`config.mk`:
```
export PLATFORM = sky130hd
export DESIGN_NAME = dispatch_router
export DESIGN_NICKNAME = d
export VERILOG_FILES = /design/src/rtl/disp_pkg.sv /design/src/rtl/disp_slot_decode.sv /design/src/rtl/disp_order_scan.sv /design/src/rtl/disp_stat_counters.sv /design/src/rtl/dispatch_router.sv
export SDC_FILE = /design/constraint.sdc
export NUM_CORES = 1
export LEC_CHECK = 0
export ABC_AREA = 1
export BUFFER_PORTS_ARGS = -buffer_cell sky130_fd_sc_hd__buf_4
export CAP_MARGIN = 20
export CORE_MARGIN = 4
export CORE_UTILIZATION = 25
export DETAILED_ROUTE_END_ITERATION = 10
export HOLD_SLACK_MARGIN = 0.02
export SKIP_LAST_GASP = 1
export SLEW_MARGIN = 20
export SYNTH_ARGS = -nofsm -noshare
export SYNTH_HDL_FRONTEND = slang
export SYNTH_SLANG_ARGS = --single-unit
```
`constraint.sdc`:
```
create_clock -name clk -period 13.3 [get_ports clk]
set_input_delay 1.33 -clock clk [delete_from_list [all_inputs] [get_ports clk]]
set_output_delay 1.33 -clock clk [all_outputs]
set_load 0.1 [all_outputs]
```
`src/rtl/disp_pkg.sv`:
```
package disp_pkg;

    typedef enum logic [2:0] {
        RT_NONE    = 3'd0,
        RT_DROP    = 3'd1,
        RT_PLAIN   = 3'd2,
        RT_LOAD    = 3'd3,
        RT_STORE   = 3'd4,
        RT_NONSPEC = 3'd5,
        RT_NOP     = 3'd6
    } route_e;

    typedef struct packed {
        logic valid;
        logic squash;
        logic ld;
        logic st;
        logic ns;
        logic nop;
    } slot_t;

    typedef struct packed {
        logic iq;
        logic ldq;
        logic stq;
        logic nsq;
        logic tail;
        logic done;
        logic commit;
    } strobe_t;

    // Type priority: load, store, non-speculative, nop, otherwise plain.
    function automatic route_e classify(slot_t s);
        if (!s.valid)      return RT_NONE;
        else if (s.squash) return RT_DROP;
        else if (s.ld)     return RT_LOAD;
        else if (s.st)     return RT_STORE;
        else if (s.ns)     return RT_NONSPEC;
        else if (s.nop)    return RT_NOP;
        else               return RT_PLAIN;
    endfunction

    function automatic logic takes_iq(route_e r);
        return (r == RT_PLAIN) || (r == RT_LOAD) || (r == RT_STORE);
    endfunction

    function automatic strobe_t route_strobes(route_e r);
        strobe_t s;
        s = '0;
        case (r)
            RT_PLAIN:   s.iq = 1'b1;
            RT_LOAD:    begin s.iq = 1'b1; s.ldq = 1'b1; end
            RT_STORE:   begin s.iq = 1'b1; s.stq = 1'b1; end
            RT_NONSPEC: begin s.nsq = 1'b1; s.commit = 1'b1; end
            RT_NOP:     begin s.tail = 1'b1; s.done = 1'b1; s.commit = 1'b1; end
            default:    s = '0;
        endcase
        return s;
    endfunction

endpackage

```
`src/rtl/disp_slot_decode.sv`:
```
module disp_slot_decode
    import disp_pkg::*;
(
    input  slot_t  slot_i,
    output route_e route_o
);
    always_comb route_o = classify(slot_i);
endmodule

```
`src/rtl/disp_order_scan.sv`:
```
module disp_order_scan
    import disp_pkg::*;
#(
    parameter int N      = 4,
    parameter int FREE_W = 6,
    parameter int CW     = 3
) (
    input  route_e              route_i [N],
    input  logic [FREE_W-1:0]   free_i,
    output strobe_t             str_o   [N],
    output logic [N-1:0]        drop_o,
    output logic                stop_o,
    output logic [CW-1:0]       left_o,
    output logic [CW-1:0]       used_o
);
    always_comb begin : scan
        logic [FREE_W-1:0] budget;
        logic              halted;
        budget = free_i;
        halted = 1'b0;
        left_o = '0;
        used_o = '0;
        drop_o = '0;
        for (int i = 0; i < N; i++) begin
            str_o[i] = '0;
            if (route_i[i] != RT_NONE) begin
                if (halted) begin
                    left_o = left_o + CW'(1);
                end else if (route_i[i] == RT_DROP) begin
                    drop_o[i] = 1'b1;
                end else if (budget == '0) begin
                    halted = 1'b1;
                    left_o = left_o + CW'(1);
                end else begin
                    str_o[i] = route_strobes(route_i[i]);
                    if (takes_iq(route_i[i])) begin
                        budget = budget - FREE_W'(1);
                        used_o = used_o + CW'(1);
                    end
                end
            end
        end
        stop_o = halted;
    end
endmodule

```
`src/rtl/disp_stat_counters.sv`:
```
module disp_stat_counters #(
    parameter int N     = 4,
    parameter int CNT_W = 16
) (
    input  logic             clk,
    input  logic             rst,
    input  logic [N-1:0]     iq_i,
    input  logic [N-1:0]     ldq_i,
    input  logic [N-1:0]     stq_i,
    input  logic [N-1:0]     nsq_i,
    input  logic [N-1:0]     drop_i,
    input  logic             stop_i,
    output logic [CNT_W-1:0] disp_o,
    output logic [CNT_W-1:0] squash_o,
    output logic [CNT_W-1:0] load_o,
    output logic [CNT_W-1:0] store_o,
    output logic [CNT_W-1:0] nonspec_o,
    output logic [CNT_W-1:0] full_o
);
    always_ff @(posedge clk) begin
        if (rst) begin
            disp_o    <= '0;
            squash_o  <= '0;
            load_o    <= '0;
            store_o   <= '0;
            nonspec_o <= '0;
            full_o    <= '0;
        end else begin
            disp_o    <= disp_o    + CNT_W'($countones(iq_i));
            squash_o  <= squash_o  + CNT_W'($countones(drop_i));
            load_o    <= load_o    + CNT_W'($countones(ldq_i));
            store_o   <= store_o   + CNT_W'($countones(stq_i));
            nonspec_o <= nonspec_o + CNT_W'($countones(nsq_i));
            full_o    <= full_o    + CNT_W'(stop_i);
        end
    end

    p_full_event_r2: assert property (@(posedge clk) disable iff (rst)
        stop_i |=> full_o == $past(full_o) + CNT_W'(1));
    p_full_hold_r2: assert property (@(posedge clk) disable iff (rst)
        !stop_i |=> $stable(full_o));
    p_load_count_r8: assert property (@(posedge clk) disable iff (rst)
        (ldq_i == '0) |=> $stable(load_o));
endmodule

```
`src/rtl/dispatch_router.sv`:
```
module dispatch_router
    import disp_pkg::*;
#(
    parameter int N        = 4,
    parameter int IQ_DEPTH = 32,
    parameter int CNT_W    = 16,
    localparam int FREE_W  = $clog2(IQ_DEPTH + 1),
    localparam int CW      = $clog2(N + 1)
) (
    input  logic              clk,
    input  logic              rst,
    input  logic [N-1:0]      in_valid_i,
    input  logic [N-1:0]      in_squash_i,
    input  logic [N-1:0]      in_load_i,
    input  logic [N-1:0]      in_store_i,
    input  logic [N-1:0]      in_nonspec_i,
    input  logic [N-1:0]      in_nop_i,
    input  logic [FREE_W-1:0] iq_free_i,
    output logic [N-1:0]      iq_enq_o,
    output logic [N-1:0]      ldq_enq_o,
    output logic [N-1:0]      stq_enq_o,
    output logic [N-1:0]      nsq_enq_o,
    output logic [N-1:0]      tail_adv_o,
    output logic [N-1:0]      mark_done_o,
    output logic [N-1:0]      mark_commit_o,
    output logic              stall_o,
    output logic [CW-1:0]     left_cnt_o,
    output logic [FREE_W-1:0] free_up_o,
    output logic [CNT_W-1:0]  cnt_disp_o,
    output logic [CNT_W-1:0]  cnt_squash_o,
    output logic [CNT_W-1:0]  cnt_load_o,
    output logic [CNT_W-1:0]  cnt_store_o,
    output logic [CNT_W-1:0]  cnt_nonspec_o,
    output logic [CNT_W-1:0]  cnt_full_o
);
    route_e        routes [N];
    strobe_t       strobes [N];
    logic [N-1:0]  drops;
    logic [CW-1:0] used;

    for (genvar g = 0; g < N; g++) begin : g_slot
        slot_t s;
        assign s = '{valid: in_valid_i[g], squash: in_squash_i[g], ld: in_load_i[g],
                     st: in_store_i[g], ns: in_nonspec_i[g], nop: in_nop_i[g]};
        disp_slot_decode u_dec (.slot_i(s), .route_o(routes[g]));
        assign iq_enq_o[g]      = strobes[g].iq;
        assign ldq_enq_o[g]     = strobes[g].ldq;
        assign stq_enq_o[g]     = strobes[g].stq;
        assign nsq_enq_o[g]     = strobes[g].nsq;
        assign tail_adv_o[g]    = strobes[g].tail;
        assign mark_done_o[g]   = strobes[g].done;
        assign mark_commit_o[g] = strobes[g].commit;
    end

    disp_order_scan #(.N(N), .FREE_W(FREE_W), .CW(CW)) u_scan (
        .route_i (routes),
        .free_i  (iq_free_i),
        .str_o   (strobes),
        .drop_o  (drops),
        .stop_o  (stall_o),
        .left_o  (left_cnt_o),
        .used_o  (used)
    );

    disp_stat_counters #(.N(N), .CNT_W(CNT_W)) u_cnt (
        .clk      (clk),
        .rst      (rst),
        .iq_i     (iq_enq_o),
        .ldq_i    (ldq_enq_o),
        .stq_i    (stq_enq_o),
        .nsq_i    (nsq_enq_o),
        .drop_i   (drops),
        .stop_i   (stall_o),
        .disp_o   (cnt_disp_o),
        .squash_o (cnt_squash_o),
        .load_o   (cnt_load_o),
        .store_o  (cnt_store_o),
        .nonspec_o(cnt_nonspec_o),
        .full_o   (cnt_full_o)
    );

    always_ff @(posedge clk) begin
        if (rst) free_up_o <= '0;
        else     free_up_o <= iq_free_i - FREE_W'(used);
    end

    p_sq_silent_r1: assert property (@(posedge clk) disable iff (rst)
        ((in_valid_i & in_squash_i) & (iq_enq_o | ldq_enq_o | stq_enq_o | nsq_enq_o | tail_adv_o)) == '0);
    p_stall_left_r2: assert property (@(posedge clk) disable iff (rst)
        stall_o == (left_cnt_o != '0));
    p_mem_in_iq_r3: assert property (@(posedge clk) disable iff (rst)
        ((ldq_enq_o | stq_enq_o) & ~iq_enq_o) == '0);
    p_ns_alone_r4: assert property (@(posedge clk) disable iff (rst)
        (nsq_enq_o & (iq_enq_o | ldq_enq_o | stq_enq_o | tail_adv_o)) == '0);
    p_nop_alone_r5: assert property (@(posedge clk) disable iff (rst)
        ((tail_adv_o & (iq_enq_o | nsq_enq_o)) == '0) && (mark_done_o == tail_adv_o));
    p_iq_limit_r7: assert property (@(posedge clk) disable iff (rst)
        $countones(iq_enq_o) <= int'(iq_free_i));
    p_free_report_r9: assert property (@(posedge clk) disable iff (rst)
        1'b1 |=> int'(free_up_o) == int'($past(iq_free_i)) - $past($countones(iq_enq_o)));
endmodule

```
# Yosys cells after proc, flatten, opt, wreduce, memory -nomap -nowiden
# Index checks and enable logic that the tools add are counted.
[word_totals]
inputBits = 32
elab_cells = 223
regBits = 102
output_inout_bits = 134
[classes]
reduce_logical = 24
muxes = 137
n_addsub = 31
n_eq_ne = 24
[op_table]
columns = ["operator", "n"]
rows = [
  ["two-way mux 3 bit", 56],
  ["adder 16 bit", 10],
  ["two-way mux 7 bit", 15],
  ["two-way mux 6 bit", 14],
  ["two-way mux 1 bit", 48],
  ["== test 3 bit, second input constant", 12],
  ["== test 3 x 2 -> 1 bit, second input constant", 8],
  ["logical NOT 6 bit", 4],
  ["adder 1 x 1 -> 2 bit", 10],
  ["adder 3 x 1 -> 3 bit, second input constant", 6],
  ["subtractor 6 x 1 -> 6 bit, second input constant", 3],
  ["adder 16 x 1 -> 16 bit", 1],
  ["== test 3 x 1 -> 1 bit, second input constant", 4],
  ["nonzero test 3 bit", 4],
  ["OR reduction 3 bit", 4],
  ["logical OR 1 bit", 8],
  ["two-way mux 2 bit", 4],
  ["OR reduction 2 bit", 4],
  ["subtractor 6 x 3 -> 6 bit", 1],
]

# Logic depth before layout (Yosys ltp)
[depth]
depth_word = 33
mapped_depth = 51
ltp_nobuf = 51

# Cells and area by module
# From an unflattened synthesis, not the netlist that was laid out.
[hier_totals]
hier_cells = 1101
hier_area_um2 = 6996.7
[modules_own_cells]
columns = ["mod", "seq_area_each_um2", "instances", "area_per_inst_um2", "cells_per_inst"]
rows = [
  ["disp_stat_counters", 1921.8, 1, 4952.2, 716],
  ["disp_order_scan", 0.0, 1, 1470.2, 285],
  ["dispatch_router", 120.1, 1, 344.1, 48],
  ["disp_slot_decode", 0.0, 4, 57.6, 13],
]

# Least setup slack after synthesis
# Ideal clock, no wire load.
[synth_path]
path_type = "input to register"
from = "in in_load_i[0]"
to = "reg u_cnt.nonspec_o[15]"
cell_stages = 37
slack_ps = 3956
arrival_time_ps = 9264
n_path_buf = 0
required_ps = 13220
path_cell_list = "nor2_2 -> nand2_2 -> nand2_2 -> nand2_2 -> o21ai_4 -> nand3_1 -> nand2_1 -> ha_1 -> a21boi_1 -> nand2_4 -> nand3_2 -> nand2_1 -> nand2_2 -> inv_1 -> ha_1 -> inv_1 -> nor2_4 -> nand2_4 -> nand2_2 -> nor4_1 -> ha_1 -> inv_1 -> fa_1 -> inv_1 -> ha_1 -> fa_1 -> nand2_1 -> inv_1 -> nand2_1 -> nor4_1 -> nand2_1 -> nor3_1 -> inv_1 -> nor3_1 -> nand3_1 -> nand2_1 -> nor3b_1"
[synth_rtl]
columns = ["item", "line_no", "text"]
rows = [
  ["from (decl)", "dispatch_router.sv:14", "input logic [N-1:0] in_load_i,"],
  ["two-way mux 3 bit (*)", "disp_pkg.sv:36", "else if (s.ld) return RT_LOAD;"],
  ["two-way mux 3 bit (*)", "disp_pkg.sv:35", "else if (s.squash) return RT_DROP;"],
  ["two-way mux 3 bit (*)", "disp_pkg.sv:34", "if (!s.valid) return RT_NONE;"],
  ["== test 3 x 2 -> 1 bit", "disp_pkg.sv:44", "return (r == RT_PLAIN) || (r == RT_LOAD) || (r == RT_STORE);"],
  ["logical OR 1 bit (2 in series)", "disp_pkg.sv:44", ""],
  ["two-way mux 6 bit", "disp_order_scan.sv:36", "if (takes_iq(route_i[i])) begin"],
  ["two-way mux 6 bit", "disp_order_scan.sv:31", "end else if (budget == '0) begin"],
  ["two-way mux 6 bit", "disp_order_scan.sv:29", "end else if (route_i[i] == RT_DROP) begin"],
  ["(+8 left out)", "--", ""],
  ["two-way mux 7 bit", "disp_order_scan.sv:31", ""],
  ["two-way mux 7 bit", "disp_order_scan.sv:29", ""],
  ["two-way mux 7 bit (*)", "disp_order_scan.sv:27", "if (halted) begin"],
  ["two-way mux 7 bit (*)", "disp_order_scan.sv:26", "if (route_i[i] != RT_NONE) begin"],
  ["net nsq_enq_o[2]", "dispatch_router.sv:22", "output logic [N-1:0] nsq_enq_o,"],
  ["adder 1 x 1 -> 2 bit (not written as such) (*)", "disp_stat_counters.sv:33", "nonspec_o <= nonspec_o + CNT_W'($countones(nsq_i));"],
  ["adder 16 bit (not written as such) (*)", "disp_stat_counters.sv:33", ""],
  ["adder 16 bit (*)", "disp_stat_counters.sv:33", ""],
  ["to (signal assigned)", "disp_stat_counters.sv:33", ""],
  ["to (decl)", "disp_stat_counters.sv:17", "output logic [CNT_W-1:0] nonspec_o,"],
]
# The timed path passes the listed nets; every way through them passes the cells marked *.
# A chain may end at the register's enable or synchronous reset.

# Worst setup path after layout
[layout_path]
from = "in iq_free_i[0]"
to = "reg u_cnt.store_o[15]"
[layout_between]
elab_chain_len = 25
[layout_lines]
columns = ["item", "line_no", "text"]
rows = [
  ["from (decl)", "dispatch_router.sv:18", "input logic [FREE_W-1:0] iq_free_i,"],
  ["subtractor 6 x 1 -> 6 bit", "disp_order_scan.sv:37", "budget = budget - FREE_W'(1);"],
  ["two-way mux 6 bit", "disp_order_scan.sv:36", ""],
  ["two-way mux 6 bit", "disp_order_scan.sv:31", ""],
  ["two-way mux 6 bit", "disp_order_scan.sv:29", ""],
  ["two-way mux 6 bit", "disp_order_scan.sv:26", ""],
  ["subtractor 6 x 1 -> 6 bit", "disp_order_scan.sv:37", ""],
  ["two-way mux 6 bit", "disp_order_scan.sv:36", ""],
  ["two-way mux 6 bit", "disp_order_scan.sv:31", ""],
  ["(+9 left out)", "--", ""],
  ["logical NOT 6 bit", "disp_order_scan.sv:31", ""],
  ["two-way mux 7 bit", "disp_order_scan.sv:31", ""],
  ["two-way mux 7 bit", "disp_order_scan.sv:29", ""],
  ["two-way mux 7 bit", "disp_order_scan.sv:27", ""],
  ["two-way mux 7 bit", "disp_order_scan.sv:26", ""],
  ["adder 1 x 1 -> 2 bit (not written as such)", "disp_stat_counters.sv:32", "store_o <= store_o + CNT_W'($countones(stq_i));"],
  ["adder 16 bit (not written as such) (*)", "disp_stat_counters.sv:32", ""],
  ["adder 16 bit (*)", "disp_stat_counters.sv:32", ""],
  ["to (signal assigned)", "disp_stat_counters.sv:32", ""],
  ["to (decl)", "disp_stat_counters.sv:16", "output logic [CNT_W-1:0] store_o,"],
]
# Mark *: on every way between the ends. The rest lies on a longest branch, timed or not.

==> flow_summary.json <==
{
  "status": "finished clean",
  "diodes": 0,
  "finalCritPeriodShare_pct": 54.7,
  "worstPathRequired_ns": 13.57,
  "vdd_ir_drop_max_mv": 0.0602,
  "rows": 58,
  "cts_sinks": 102,
  "ys.flop_type": "dfxtp_1",
  "clock.fmax_mhz": 138,
  "track_usage_pct": 12.5,
  "die_height_um": 169,
  "synth-compound-area-share_pct": 12.1,
  "tightestPinTransition_ns": 0.659,
  "gp_congestion": 0.862,
  "yosysWarnings": 0,
  "cts_resized": 0,
  "cts_hold_buf": 0,
  "core_area_sq_mm": 0.0254,
  "setup_tns_ns": 0,
  "cap_violations": 0,
  "mostFrequentLayoutCell": "inv_1",
  "hp-class": "register to register",
  "syn_area_sq_mm": 0.00652,
  "grt_overflow": 0,
  "ant_nets": 0,
  "htree_levels": 3,
  "total_power_mw": 0.830,
  "cts_root_buf": "clkbuf_16",
  "die_width_um": 169,
  "yosysSeqAreaShare_pct": 31.3,
  "end_kind": "register",
  "io_pins": 166,
  "synth.avg_cell_area_sq_um": 6.94,
  "post_dp_cell_area_sq_mm": 0.00809,
  "area_growth_pct": 28.4,
  "p_leak_nw": 3.91,
  "yosysUniqueCellTypes": 44,
  "clock_tree.buffer_depth": 2,
  "cellPowerDensity_mw_per_mm2": 99.2,
  "synthesis.nets": 1024,
  "crit_path_start_kind": "primary input",
  "ys_ff_latch": 102,
  "port_buffers": 165,
  "synth-xor-area-share_pct": 1.07,
  "rsz0062_at_grt": "no",
  "via_per_inst": 4.32,
  "max-slew-margin-rel_pct": 56.1,
  "cpMaxStageDelayCell": "nand3_1",
  "synthAdderAreaFrac_pct": 11.8,
  "postCtsSetupBuffers": 0,
  "cts_tree": "done",
  "clkTransAtPathRegs_ns": 0.07,
  "place_inst": 1418,
  "slew_violations": 0,
  "critPathMaxFanout": 13,
  "path_class": "primary input to register",
  "die_area_sq_mm": 0.0287,
  "synth_edf_count": 0,
  "synthArstFlopShare_pct": 0,
  "min_period_ns": 7.27,
  "fin_area_sq_mm": 0.00837,
  "grt_pass1_vias": 5876,
  "dpl.hpwl_um": 14500,
  "r2r_slack_ns": 10.03,
  "cts_buffers": 9,
  "grt_pass1_wl_um": 29500,
  "clock_latency_ns": 0.35,
  "cpMostUsedCell": "nand2_1",
  "antenna_found_initial": 0,
  "slowest_delay_ns": 0.42,
  "layoutNonFillerInstCount": 1434,
  "grt_max_degree": 52,
  "cp.arrival_ns": 7.55,
  "synth_top_family_by_area": "simple AND/OR/NAND/NOR gates",
  "drt-total-wl_um": 18000,
  "drcViolationCount": 0,
  "yosys.area_share.simple_pct": 31.2,
  "first_pass_iters": 4,
  "synth_mux_area_share_pct": 0,
  "postSynthCellCount": 940,
  "setup_viol": 0,
  "nets": 1183,
  "start_util_pct": 25.7,
  "clock-skew-final_ns": 0.00784,
  "cp_top_family": "simple AND/OR/NAND/NOR gates",
  "vias": 6189,
  "drive_gt1_share_pct": 22.2,
  "avgRoutedWirePerCell_um": 12.6,
  "initialDrtViolationCount": 309,
  "finalHoldViolations": 0,
  "path_buf_inv": 8,
  "layout_common_cells": "inv_1, buf_4, nand2_1"
}
[metal layers]
layer	global-route usage, %	routed length [um]
met5	0	0
met4	3.01	276
met3	4.17	1470
met2	20.1	7810
met1	16.2	8460
[final timing paths]
check	start	end	cells after the start
worst max-delay path	iq_free_i[0]	u_cnt.store_o[15]	44
worst min-delay path	u_cnt.store_o[15]	u_cnt.store_o[15]	1
worst max register to register	u_cnt.disp_o[0]	u_cnt.disp_o[15]	21
worst min register to register	u_cnt.store_o[15]	u_cnt.store_o[15]	1
[report_power, final]
part           switching, mW  internal, mW
sequential           0.00815         0.317
combinational          0.190        0.0624
clock                  0.120         0.132
total                  0.319         0.511
[flip-flops by register name, indices dropped and copies added, names as in the netlist]
signal	cells
u_cnt.load_o	16
u_cnt.nonspec_o	16
u_cnt.squash_o	16
u_cnt.full_o	16
u_cnt.disp_o	16
free_up_o	6
u_cnt.store_o	16
[kinds of logic (layout without fill, tap and decap cells)]
| group | count (synthesis) | in the layout |
|---|---|---|
| compound gates | 145 | 145 |
| xor+xnor | 8 | 8 |
| fa+ha+maj | 52 | 52 |
| buf+inv | 212 | 376 |
| flops | 102 | 102 |
| simple gates | 421 | 421 |
[final cells by class]
class | count | area [sq um]
clock buffers | 11 | 243
clock inverters | 5 | 35.0
fillers | 2745 | 17000
inverters | 194 | 731
multi-input cells | 626 | 3660
flip-flops and latches | 102 | 2040
well taps | 330 | 413
repair buffers | 166 | 1250
[synthesized netlist by cell type, types with 3 or more instances]
master	number	area, sq um
a21oi_1	68	340
nand4_1	10	62.6
xnor2_1	3	26.3
o21ai_0	53	265
nor2_2	6	37.5
nand2_2	18	113
o21a_1	5	37.5
clkbuf_1	12	45.0
nor3b_1	9	67.6
ha_1	36	450
nand2_1	136	510
buf_4	4	30.0
inv_1	182	683
fa_1	16	320
o21ai_1	4	20.0
and3_1	5	31.3
inv_2	11	41.3
a21oi_2	3	26.3
nor2_1	112	420
nand2_4	5	56.3
xor2_1	5	43.8
nor4_1	8	50.1
nor3_1	44	220
nand3_2	3	30.0
dfxtp_1	102	2040
nor2_4	6	67.6
nand3_1	50	250
[through the flow]
step                      setup WS [ns]  hold WS, ns  util [%]
after floorplan                    3.96        0.891         -
after global placement             5.82        0.449      31.9
after detailed placement           5.67        0.456      31.9
after CTS                          6.04        0.469      33.0
after global routing               5.23        0.509      33.0
final                              6.03        0.465      33.0
Note: power is estimated with default switching activity, not from simulation.
